`src/rtl/bsr_pkg.sv`:
```
package bsr_pkg;
  typedef enum logic [1:0] {
    CK_IN  = 2'd0,
    CK_OUT = 2'd1,
    CK_EN  = 2'd2
  } cell_kind_e;
endpackage

```
`src/rtl/bsr_cell.sv`:
```
module bsr_cell #(
  parameter bsr_pkg::cell_kind_e KIND = bsr_pkg::CK_IN
) (
  input  logic tck_i,
  input  logic rst_ni,
  input  logic capture_i,
  input  logic shift_i,
  input  logic update_i,
  input  logic mode_i,
  input  logic sys_i,
  input  logic scan_i,
  output logic scan_o,
  output logic out_o
);
  logic sh_q, upd_q, cap_src;

  assign out_o   = mode_i ? upd_q : sys_i;
  // input cells sample the pin; output and enable cells sample what they drive
  assign cap_src = (KIND == bsr_pkg::CK_IN) ? sys_i : out_o;
  assign scan_o  = sh_q;

  always_ff @(posedge tck_i or negedge rst_ni) begin
    if (!rst_ni)        sh_q <= 1'b0;
    else if (capture_i) sh_q <= cap_src;
    else if (shift_i)   sh_q <= scan_i;
  end

  // update stage on falling edge; reset value 0 keeps enables inactive
  always_ff @(negedge tck_i or negedge rst_ni) begin
    if (!rst_ni)       upd_q <= 1'b0;
    else if (update_i) upd_q <= sh_q;
  end

  a_r4_upd_hold: assert property (@(negedge tck_i) disable iff (!rst_ni)
    !update_i |=> $stable(upd_q));

  a_r3_capture_src: assert property (@(posedge tck_i) disable iff (!rst_ni)
    capture_i |=> sh_q == $past(cap_src));
endmodule

```
`src/rtl/bsr_oe_fanout.sv`:
```
module bsr_oe_fanout #(
  parameter int N_TRI = 4,
  parameter int N_GRP = 2
) (
  input  logic [N_GRP-1:0] en_i,
  output logic [N_TRI-1:0] oe_o
);
  localparam int PER = N_TRI / N_GRP;

  for (genvar j = 0; j < N_TRI; j++) begin : g_pin
    assign oe_o[j] = en_i[j / PER];
  end

  initial begin
    a_r7_group_size: assert (PER * N_GRP == N_TRI && PER > 0);
  end
endmodule

```
`src/rtl/bsr_chain.sv`:
```
module bsr_chain #(
  parameter int N_IN   = 4,
  parameter int N_OUT2 = 2,
  parameter int N_TRI  = 4,
  parameter int N_GRP  = 2
) (
  input  logic              tck_i,
  input  logic              rst_ni,
  input  logic              tdi_i,
  input  logic              capture_i,
  input  logic              shift_i,
  input  logic              update_i,
  input  logic              mode_i,
  input  logic [N_OUT2+N_TRI-1:0] core_out_i,
  input  logic [N_GRP-1:0]  core_oe_i,
  input  logic [N_IN-1:0]   pin_in_i,
  output logic [N_IN-1:0]   core_in_o,
  output logic [N_OUT2+N_TRI-1:0] pad_out_o,
  output logic [N_TRI-1:0]  pad_oe_o,
  output logic              tdo_o
);
  localparam int N_OUT = N_OUT2 + N_TRI;
  localparam int B_OUT = N_IN;
  localparam int B_EN  = N_IN + N_OUT;
  localparam int L     = B_EN + N_GRP;

  logic [L-1:0]     sq;
  logic [L-1:0]     nxt;
  logic [N_GRP-1:0] grp_en;

  for (genvar k = 0; k < L; k++) begin : g_link
    if (k == L-1) begin : g_head
      assign nxt[k] = tdi_i;
    end else begin : g_mid
      assign nxt[k] = sq[k+1];
    end
  end

  for (genvar i = 0; i < N_IN; i++) begin : g_in
    bsr_cell #(.KIND(bsr_pkg::CK_IN)) u_cell (
      .tck_i, .rst_ni, .capture_i, .shift_i, .update_i, .mode_i,
      .sys_i(pin_in_i[i]), .scan_i(nxt[i]), .scan_o(sq[i]),
      .out_o(core_in_o[i]));
  end

  for (genvar o = 0; o < N_OUT; o++) begin : g_out
    bsr_cell #(.KIND(bsr_pkg::CK_OUT)) u_cell (
      .tck_i, .rst_ni, .capture_i, .shift_i, .update_i, .mode_i,
      .sys_i(core_out_i[o]), .scan_i(nxt[B_OUT+o]), .scan_o(sq[B_OUT+o]),
      .out_o(pad_out_o[o]));
  end

  for (genvar g = 0; g < N_GRP; g++) begin : g_en
    bsr_cell #(.KIND(bsr_pkg::CK_EN)) u_cell (
      .tck_i, .rst_ni, .capture_i, .shift_i, .update_i, .mode_i,
      .sys_i(core_oe_i[g]), .scan_i(nxt[B_EN+g]), .scan_o(sq[B_EN+g]),
      .out_o(grp_en[g]));
  end

  bsr_oe_fanout #(.N_TRI(N_TRI), .N_GRP(N_GRP)) u_fan (
    .en_i(grp_en), .oe_o(pad_oe_o));

  assign tdo_o = sq[0];

  a_r2_shift_step: assert property (@(posedge tck_i) disable iff (!rst_ni)
    (shift_i && !capture_i) |=> tdo_o == $past(sq[1]));

  a_r2_shift_head: assert property (@(posedge tck_i) disable iff (!rst_ni)
    (shift_i && !capture_i) |=> sq[L-1] == $past(tdi_i));

  a_r1_normal_in: assert property (@(posedge tck_i) disable iff (!rst_ni)
    !mode_i |-> core_in_o == pin_in_i);

  a_r7_group_off: assert property (@(posedge tck_i) disable iff (!rst_ni)
    (mode_i && !g_en[0].u_cell.upd_q) |-> pad_oe_o[N_TRI/N_GRP-1:0] == '0);
endmodule

```
`config.mk`:
```
export PLATFORM = sky130hd
export DESIGN_NAME = bsr_chain
export DESIGN_NICKNAME = d
export VERILOG_FILES = /design/src/rtl/bsr_pkg.sv /design/src/rtl/bsr_cell.sv /design/src/rtl/bsr_oe_fanout.sv /design/src/rtl/bsr_chain.sv
export SDC_FILE = /design/constraint.sdc
export NUM_CORES = 1
export LEC_CHECK = 0
export ABC_AREA = 1
export BUFFER_PORTS_ARGS = -buffer_cell sky130_fd_sc_hd__buf_2
export CAP_MARGIN = 10
export CORE_MARGIN = 5
export CORE_UTILIZATION = 40
export DETAILED_ROUTE_END_ITERATION = 8
export PLACE_DENSITY = 0.71
export SKIP_CTS_REPAIR_TIMING = 1
export SYNTH_ARGS = -nofsm -noshare
export SYNTH_HDL_FRONTEND = slang
export SYNTH_SLANG_ARGS = --single-unit
```
`constraint.sdc`:
```
create_clock -name tck_i -period 0.8 [get_ports tck_i]
set_clock_uncertainty 0.1 [all_clocks]
set_input_delay 0 -clock tck_i [delete_from_list [all_inputs] [get_ports tck_i]]
set_output_delay 0 -clock tck_i [all_outputs]
set_load 0.01 [all_outputs]
```
==> results of run 1 <==
[per-stage QoR]
stage	util (%)	cells
CTS	50.4	282
detailed placement	49.4	278
floorplan	-	199
global route	57.6	295
global placement	49.4	278
finish	57.6	295
[metal layers]
metal / vias to the layer above / global-route usage, %
li1: 682 / -
met1: 576 / 17.1
met2: 26 / 21.3
met3: 5 / 2.90
met4: 0 / 6.51
met5: - / 0
[kinds of logic (layout without fill, tap and decap cells)]
logic type / after synthesis / in the layout / share of synthesized area [%]
compound gates: 16 / 16 / 5.71
buf+inv: 58 / 108 / 21.1
flops: 24 / 24 / 42.8
simple gates: 101 / 101 / 30.4
[power by group through the flow]
stage                     Sequential, mW  Clock (mW)  Combinational (mW)
after detailed placement            1.48           0               0.852
after CTS                           1.46       0.663               0.857
final                               1.47       0.649                1.10
after global placement              1.47           0               0.835
after global routing                1.49       0.726                1.24
after floorplan                     1.47           0               0.592
[sequential cells by signal, summed over array words and instances, names as in the netlist]
signal,count
g_out.u_cell.scan_o,6
g_in.u_cell.scan_o,4
g_in.u_cell.upd_q,4
g_en.u_cell.scan_o,2
g_out.u_cell.upd_q,6
g_en.u_cell.upd_q,2
[cell usage in the layout (no fill, tap or decap), drive strengths merged]
| master | Yosys | final |
|---|---|---|
| dfrtp | 12 | 12 |
| dlygate4sd3 | 0 | 5 |
| a21oi | 3 | 3 |
| o21ai | 13 | 13 |
| nand2 | 67 | 67 |
| nand3 | 20 | 20 |
| inv | 36 | 36 |
| nor2 | 6 | 6 |
| clkbuf | 0 | 4 |
| dfrtn | 12 | 12 |
| buf | 22 | 63 |
| and2 | 8 | 8 |
[final cells by class]
type	instances	area [um^2]
Timing Repair Buffer	68	522
Inverter	36	135
Clock buffer	4	36.3
Tap cell	46	57.6
Sequential cell	24	601
Fill cell	342	1430
Multi-Input combinational cell	117	586
[critical path, cell delays in order, from the launching register on]
cell     delay [ns]
dfrtn_1        0.42
inv_2          0.04
nand2_2        0.06
and2_4         0.15
buf_6          0.10
[worst paths after layout]
check	endpoint	slack (ns)	cells after the start
max	pad_oe_o[2]	-0.78	4
max reg2reg	g_out[5].u_cell.scan_o	-0.47	5
min	g_out[4].u_cell.scan_o	-0.09	5
min reg2reg	g_en[0].u_cell.upd_q	0.37	2
min in group asynchronous	g_out[0].u_cell.scan_o	0.02	3
max in group asynchronous	g_out[5].u_cell.upd_q	0.09	3
==> results.json, run 1 <==
{
  "slew_viol_final": 0,
  "layout.nets": 269,
  "drc": 0,
  "core.rowCount": 21,
  "antenna_cells": 0,
  "end_kind": "output pin",
  "synthTopCellsByCount": "nand2_1 (67), inv_1 (34), nand3_1 (20), buf_4 (15), o21ai_0 (13)",
  "place_area_mm2": 0.00166,
  "vias_per_cell": 4.37,
  "internal_power_mw": 2.25,
  "arrival_ns": 1.48,
  "yosysSeqAreaShare_pct": 42.8,
  "worstSetupPathType": "register to output pin",
  "routedLengthMet1_um": 1470,
  "design_area_mm2": 0.00194,
  "outcome": "complete, but fails checks",
  "dr_total_vias": 1289,
  "cp_max_fo": 2,
  "dr_wl_met3_um": 126,
  "grt_pass1_wl_um": 5310,
  "die_h_um": 69.2,
  "initial_utilization_pct": 41.7,
  "power.switching_mw": 0.973,
  "totalWireLength_um": 3290,
  "max-cap-violations": 0,
  "cts_tree": "built",
  "p_comb_share_pct": 34.2,
  "synth_area_mm2": 0.00140,
  "pre_cts_ws_ns": -0.428,
  "clkPwrFrac_pct": 20.1,
  "seq_power_share_pct": 45.7,
  "portBuffers": 33,
  "hp-class": "input port to register",
  "numCtsBuffers": 3,
  "gp_congestion": 0.780,
  "final_layout_size_suffix_gt1_share_pct": 41.8,
  "yosysTopAreaCell": "dfrtn_1",
  "ys_warn_count": 0,
  "h-tree-depth": 1,
  "dieArea_mm2": 0.00479,
  "grt_pass1_vias": 1235,
  "area_growth_pct": 38.1,
  "synth_area_leaders": "dfrtn_1 (21%), dfrtp_1 (21%), nand2_1 (18%), inv_1 (9.1%), buf_4 (8.0%)",
  "cts_sinks": 24,
  "startpoint": "g_en[1].u_cell.upd_q",
  "worst_pin_slew_ns": 0.444,
  "maxUsedRoutingLayer": "met4",
  "hold_viol_final": 9,
  "swShare_pct": 30.2,
  "p_per_area_mw_per_mm2": 1660,
  "final.setup.tns_ns": -19.14,
  "clk_pin_slew_ns": 0.12,
  "ir_drop_mv": 1.08,
  "grt_usage_pct": 13.4,
  "cts_buffer_depth": 2,
  "drt-initial-drc-count": 51,
  "met2_length_um": 1640,
  "finalWorstSetupSlack_ns": -0.779,
  "violations": "hold timing, setup timing",
  "required_ns": 0.70,
  "gr-total-overflow": 0,
  "synth.avg_cell_area_um2": 7.05,
  "hp-start": "core_out_i[4]",
  "ys.flop_type": "dfrtp_1",
  "rr_startpoint": "g_out[5].u_cell.upd_q",
  "grt_max_degree": 25,
  "synthesis.nets": 218,
  "hold_ws_ns": -0.0906,
  "core_mm2": 0.00336,
  "synthCells": 199,
  "drt_pass1_iterations": 5,
  "total_power_mw": 3.22,
  "antenna_found_initial": 0,
  "wire_per_inst_um": 11.2,
  "synth_cell_types": 14,
  "cts-root-buf": "clkbuf_4",
  "synth_edf_count": 0,
  "ant_nets": 0,
  "synth_seq_cells": 24,
  "synth.most_common_cell": "nand2_1",
  "num_io_pins": 34,
  "slew_headroom_pct": 70.4,
  "finalSetupViolations": 39,
  "leakagePower_nw": 1.09,
  "rsz0062_at_grt": "yes",
  "start_kind": "register",
  "netlist.area_leader.share_pct": 21.4,
  "clock_latency_ns": 0.32,
  "dp_hpwl_um": 2220,
  "dieWidth_um": 69.2,
  "async_flop_share_pct": 100
}
Note: power is estimated with default switching activity, not from simulation.
==> run 2, diff against run 1 <==
--- a/config.mk
+++ b/config.mk
@@ -12,7 +12,7 @@
 export CORE_UTILIZATION = 40
 export DETAILED_ROUTE_END_ITERATION = 8
 export PLACE_DENSITY = 0.71
-export SKIP_CTS_REPAIR_TIMING = 1
+export REMOVE_ABC_BUFFERS = 1
 export SYNTH_ARGS = -nofsm -noshare
 export SYNTH_HDL_FRONTEND = slang
 export SYNTH_SLANG_ARGS = --single-unit
==> constraint.sdc (replaced) <==
create_clock -name tck_i -period 0.8 [get_ports tck_i]
set_clock_uncertainty 0.1 [all_clocks]
set_input_delay 0 -clock tck_i [delete_from_list [all_inputs] [get_ports tck_i]]
set_output_delay 0 -clock tck_i [all_outputs]
set_load 0.1 [all_outputs]
==> run 2 against run 1 <==
  * The flow still finishes with violations (hold timing, setup timing)
  * Critical path depth unchanged
  * Via count increased by 19%
  * Worst hold slack got worse by 0.0069 ns
  * First-iteration DRC count increased by 7.8%
  * Sequential share of layout area decreased by 6.5 points
  * Register-to-register slack got worse by 0.26 ns
  * Setup slack got worse by 0.12 ns
  * Largest power group is now combinational logic
  * Sequential power about the same
  * Routed wire length increased by 34%
  * Global-route usage increased by 3.6 points
==> results.json, run 2 (same netlist as run 1, synthesis figures left out) <==
{
  "startpoint": "g_en[1].u_cell.upd_q",
  "totalWireLength_um": 4410,
  "drt-initial-drc-count": 55,
  "slew_headroom_pct": 66.2,
  "arrival_ns": 1.60,
  "clk_pin_slew_ns": 0.14,
  "p_per_area_mw_per_mm2": 1850,
  "die_h_um": 69.2,
  "cts_buffer_depth": 2,
  "pre_cts_ws_ns": -0.633,
  "violations": "hold timing, setup timing",
  "final_layout_size_suffix_gt1_share_pct": 51.1,
  "hold_ws_ns": -0.0975,
  "start_kind": "register",
  "grt_pass1_wl_um": 6720,
  "area_growth_pct": 74.8,
  "dieArea_mm2": 0.00479,
  "layout.nets": 294,
  "mostFrequentLayoutCell": "nand2_1",
  "endpoint": "pad_oe_o[3]",
  "core_mm2": 0.00336,
  "cp_max_fo": 2,
  "max-cap-violations": 0,
  "design_area_mm2": 0.00245,
  "required_ns": 0.70,
  "worst_pin_slew_ns": 0.506,
  "antenna_cells": 0,
  "rr_worst_depth": 10,
  "clock_latency_ns": 0.32,
  "holdBufCountCts": 7,
  "wire_per_inst_um": 13.8,
  "drc": 0,
  "reg2reg_setup_slack_ns": -0.73,
  "leakagePower_nw": 1.34,
  "grt_pass1_vias": 1492,
  "path_cells": "inv_2, nand2_1, and2_4, buf_12",
  "total_power_mw": 4.53,
  "vias_per_cell": 4.79,
  "hold_viol_final": 8,
  "dp_hpwl_um": 2370,
  "rsz0062_at_grt": "yes",
  "drt_pass1_iterations": 4,
  "hp-class": "input port to register",
  "r2r_end": "g_out[4].u_cell.upd_q",
  "core.rowCount": 21,
  "ant_nets": 0,
  "dr_total_vias": 1533,
  "gr-total-overflow": 0,
  "num_io_pins": 34,
  "final_cell_mix": "nand2_1 (60), buf_4 (31), inv_1 (23)",
  "outcome": "complete, but fails checks",
  "grt_usage_pct": 17.0,
  "dieWidth_um": 69.2,
  "numCtsBuffers": 3,
  "n_fill_cell": 253,
  "seqCellArea_um2": 601,
  "cts_sinks": 24,
  "max_stage_delay_ns": 0.42,
  "slew_viol_final": 0,
  "cts_tree": "built",
  "final.setup.tns_ns": -22.72,
  "gp_congestion": 0.840,
  "antenna_found_initial": 0,
  "finalSetupViolations": 39,
  "rr_startpoint": "g_out[4].u_cell.upd_q",
  "cts-root-buf": "clkbuf_4",
  "finalWorstSetupSlack_ns": -0.899,
  "fin_util_pct": 72.9,
  "h-tree-depth": 1,
  "end_kind": "output pin",
  "place_area_mm2": 0.00192,
  "worstSetupPathType": "register to output pin",
  "initial_utilization_pct": 41.7,
  "grt_max_degree": 25,
  "multi_input_area_um2": 648,
  "slowest_stage": "dfrtn_1",
  "ir_drop_mv": 1.20,
  "portBuffers": 33
}
[run 2: cell count changes in the layout (fill, tap and decap cells not counted), moves of 3 or more]
cell | previous run | this run
and2_1 | 3 | 0
nand3_2 | 5 | 12
and2_4 | 5 | 8
buf_6 | 11 | 20
nand2_2 | 8 | 5
o21ai_1 | 12 | 5
nand3_1 | 15 | 8
o21ai_2 | 0 | 6
buf_2 | 27 | 18
buf_4 | 23 | 31
buf_12 | 2 | 14
clkbuf_16 | 0 | 3
[run 2: how the worst min path moves through the flow]
stage / end / depth (start not counted) / startpoint / slack [ns]
3_3_place_gp: g_out[2].u_cell.scan_o / 2 / rst_ni / -0.15
4_1_cts: g_out[4].u_cell.scan_o / 5 / core_out_i[4] / -0.10
3_5_place_dp: g_out[2].u_cell.scan_o / 2 / rst_ni / -0.15
2_1_floorplan: g_en[0].u_cell.scan_o / 0 / rst_ni / -0.40
6_report: g_out[5].u_cell.scan_o / 5 / core_out_i[5] / -0.1
5_1_grt: g_out[1].u_cell.scan_o / 5 / core_out_i[1] / -0.07
[run 2: timing repair]
action | 4_1_cts | 5_1_grt
pin swaps | 23 | 10
setup buffers | 25 | 15
setup endpoints to repair | 39 | 39
hold endpoints to repair | 36 | 8
resized for setup | 54 | 41
[run 2: stage by stage]
step                hold slack [ns]  cells
floorplan                    -0.396    177
global placement             -0.150    283
detailed placement           -0.150    283
CTS                          -0.102    314
global route                -0.0722    320
finish                      -0.0975    320
[run 2: report_power, final]
part           total (mW)  internal [mW]  switching (mW)  leakage [nW]
Sequential           1.48           1.39          0.0912         0.289
Clock               0.666          0.278           0.388        0.0210
Combinational        2.38           1.08            1.30          1.03
[run 2: metal layers]
metal,vias up,share of wire [%],global-route usage [%]
met5,-,0,0
met4,0,1.3,3.69
met3,8,6.7,3.04
met2,66,52,31.0
met1,729,40,20.5
li1,730,-,-
[run 2: layout make-up]
type                       count  share of cell area (%)
multi-input combinational    117                    26.4
inverter                      36                    5.51
tap                           46                    2.35
clock buffer                   4                    1.48
timing repair buffer          93                    39.7
sequential                    24                    24.5
[run 2: worst max-delay path, delay by kind of cell, from the launching register on]
| kind | cells | cell delay, ns |
|---|---|---|
| DFF | 1 | 0.42 |
| and+or+nand+nor | 2 | 0.25 |
| buffers and inverters | 2 | 0.21 |
==> run 3, diff against run 2 <==
--- a/config.mk
+++ b/config.mk
@@ -12,7 +12,6 @@
 export CORE_UTILIZATION = 40
 export DETAILED_ROUTE_END_ITERATION = 8
 export PLACE_DENSITY = 0.71
-export REMOVE_ABC_BUFFERS = 1
 export SYNTH_ARGS = -nofsm -noshare
 export SYNTH_HDL_FRONTEND = slang
 export SYNTH_SLANG_ARGS = --single-unit
==> run 3 against run 2 <==
  * The run still ends with hold timing, setup timing left
  * Design area decreased by 3.4%
  * Utilization decreased by 2.5 points
  * Largest cell class unchanged
  * Final cell count decreased by 2.5%
  * First-iteration DRC count increased by 7.3%
==> results.json, run 3 (same netlist as run 1, synthesis figures left out) <==
{
  "swShare_pct": 36.8,
  "slew_headroom_pct": 67.8,
  "clk_pin_slew_ns": 0.13,
  "cts_tree": "built",
  "end_kind": "output pin",
  "required_ns": 0.70,
  "ir_drop_mv": 0.970,
  "worstSetupPathType": "register to output pin",
  "totalWireLength_um": 3710,
  "dieWidth_um": 69.2,
  "internal_power_mw": 2.91,
  "gr-total-overflow": 0,
  "power.switching_mw": 1.70,
  "finalSetupViolations": 39,
  "grt_pass1_vias": 1510,
  "drt_pass1_iterations": 4,
  "final_cell_mix": "nand2_1 (59), buf_4 (25), inv_1 (22)",
  "slew_viol_final": 0,
  "placedCellCount": 276,
  "dieArea_mm2": 0.00479,
  "max-cap-violations": 0,
  "cts_sinks": 24,
  "antenna_found_initial": 0,
  "numCtsBuffers": 3,
  "outcome": "complete, but fails checks",
  "grt_max_degree": 25,
  "rsz0062_at_grt": "yes",
  "start_kind": "register",
  "max_stage_delay_ns": 0.43,
  "dp_hpwl_um": 2300,
  "place_area_mm2": 0.00189,
  "hold_viol_final": 8,
  "total_power_mw": 4.61,
  "grt_pass1_wl_um": 6500,
  "initial_utilization_pct": 41.7,
  "seq_power_share_pct": 32.1,
  "p_per_area_mw_per_mm2": 1950,
  "hp-class": "input port to register",
  "wire_per_inst_um": 11.9,
  "cts-root-buf": "clkbuf_4",
  "vias_per_cell": 4.49,
  "die_h_um": 69.2,
  "pre_cts_ws_ns": -0.553,
  "area_growth_pct": 68.9,
  "crit_family": "flip-flops",
  "antenna_cells": 0,
  "num_io_pins": 34,
  "clkPwrFrac_pct": 18.8,
  "p_comb_share_pct": 49.1,
  "leakagePower_nw": 1.28,
  "gp_congestion": 0.791,
  "drt-initial-drc-count": 59,
  "cts_buffer_depth": 2,
  "design_area_mm2": 0.00237,
  "cp_max_fo": 2,
  "core.rowCount": 21,
  "core_mm2": 0.00336,
  "dr_total_vias": 1400,
  "cp_num_buf_inv": 2,
  "slowest_stage": "dfrtn_1",
  "violations": "hold timing, setup timing",
  "holdBufCountCts": 7,
  "layout.nets": 286,
  "mostFrequentLayoutCell": "nand2_1",
  "clock_latency_ns": 0.31,
  "path_cells": "inv_2, nand2_2, and2_4, buf_12",
  "drc": 0,
  "finalWorstSetupSlack_ns": -0.879,
  "ant_nets": 0,
  "worst_pin_slew_ns": 0.482,
  "h-tree-depth": 1,
  "arrival_ns": 1.58,
  "grt_usage_pct": 16.3,
  "portBuffers": 33,
  "final_cells": 312,
  "final_layout_size_suffix_gt1_share_pct": 49.2,
  "hold_ws_ns": -0.0754
}
[run 3: layout make-up]
cell class	count	area, um^2
sequential	24	604
clock buffer	3	22.5
multi-input combinational	117	628
timing repair buffer	85	891
clock inverter	1	30.0
fill	286	995
inverter	36	135
tap	46	57.6
[run 3: through the flow]
step	hold WS, ns	utilization (%)	TNS [ns]
6_report	-0.0754	70.4	-21.49
5_1_grt	-0.0759	70.4	-23.35
4_1_cts	-0.0807	69.6	-21.61
3_5_place_dp	-0.150	56.2	-15.35
3_3_place_gp	-0.151	56.2	-14.56
2_1_floorplan	-0.396	-	-13.62
[run 3: worst paths after layout]
kind	startpoint	to	slack, ns	cells past startpoint
worst max-delay path	g_en[0].u_cell.upd_q	pad_oe_o[1]	-0.88	4
worst min-delay path	core_out_i[1]	g_out[1].u_cell.scan_o	-0.08	5
worst max register to register	g_en[0].u_cell.upd_q	g_en[0].u_cell.scan_o	-0.61	6
worst min register to register	g_out[3].u_cell.upd_q	g_out[3].u_cell.upd_q	0.36	2
max in group asynchronous	rst_ni	g_in[2].u_cell.upd_q	0.09	3
min in group asynchronous	rst_ni	g_out[0].u_cell.scan_o	0.04	3
[run 3: timing repair]
item | in CTS | in global routing
setup endpoints to repair | 39 | 39
setup buffers | 38 | 10
gates resized for setup | 42 | 30
pin swaps | 7 | 11
endpoints found under the hold margin | 36 | 8
[run 3: metal layers]
| layer | up-vias | GRT usage (%) | share of wire (%) |
|---|---|---|---|
| met2 | 33 | 29.4 | 51 |
| met3 | 8 | 3.33 | 4.9 |
| met1 | 641 | 19.5 | 42 |
| li1 | 718 | - | - |
| met5 | - | 0 | 0 |
| met4 | 0 | 4.34 | 1.8 |
[run 3: worst reg2reg max path, stage by stage, from the launching register on]
cell,delay [ns]
dfrtn_1,0.36
inv_2,0.07
nand2_2,0.05
buf_4,0.13
buf_4,0.12
nand3_2,0.05
nand2_1,0.05
[run 3: power by group through the flow]
stage | Clock, mW | Sequential, mW | Combinational [mW]
global route | 0.937 | 1.50 | 2.42
detailed placement | 0 | 1.48 | 1.78
CTS | 0.882 | 1.46 | 2.22
floorplan | 0 | 1.52 | 1.33
finish | 0.866 | 1.48 | 2.26
global placement | 0 | 1.47 | 1.75
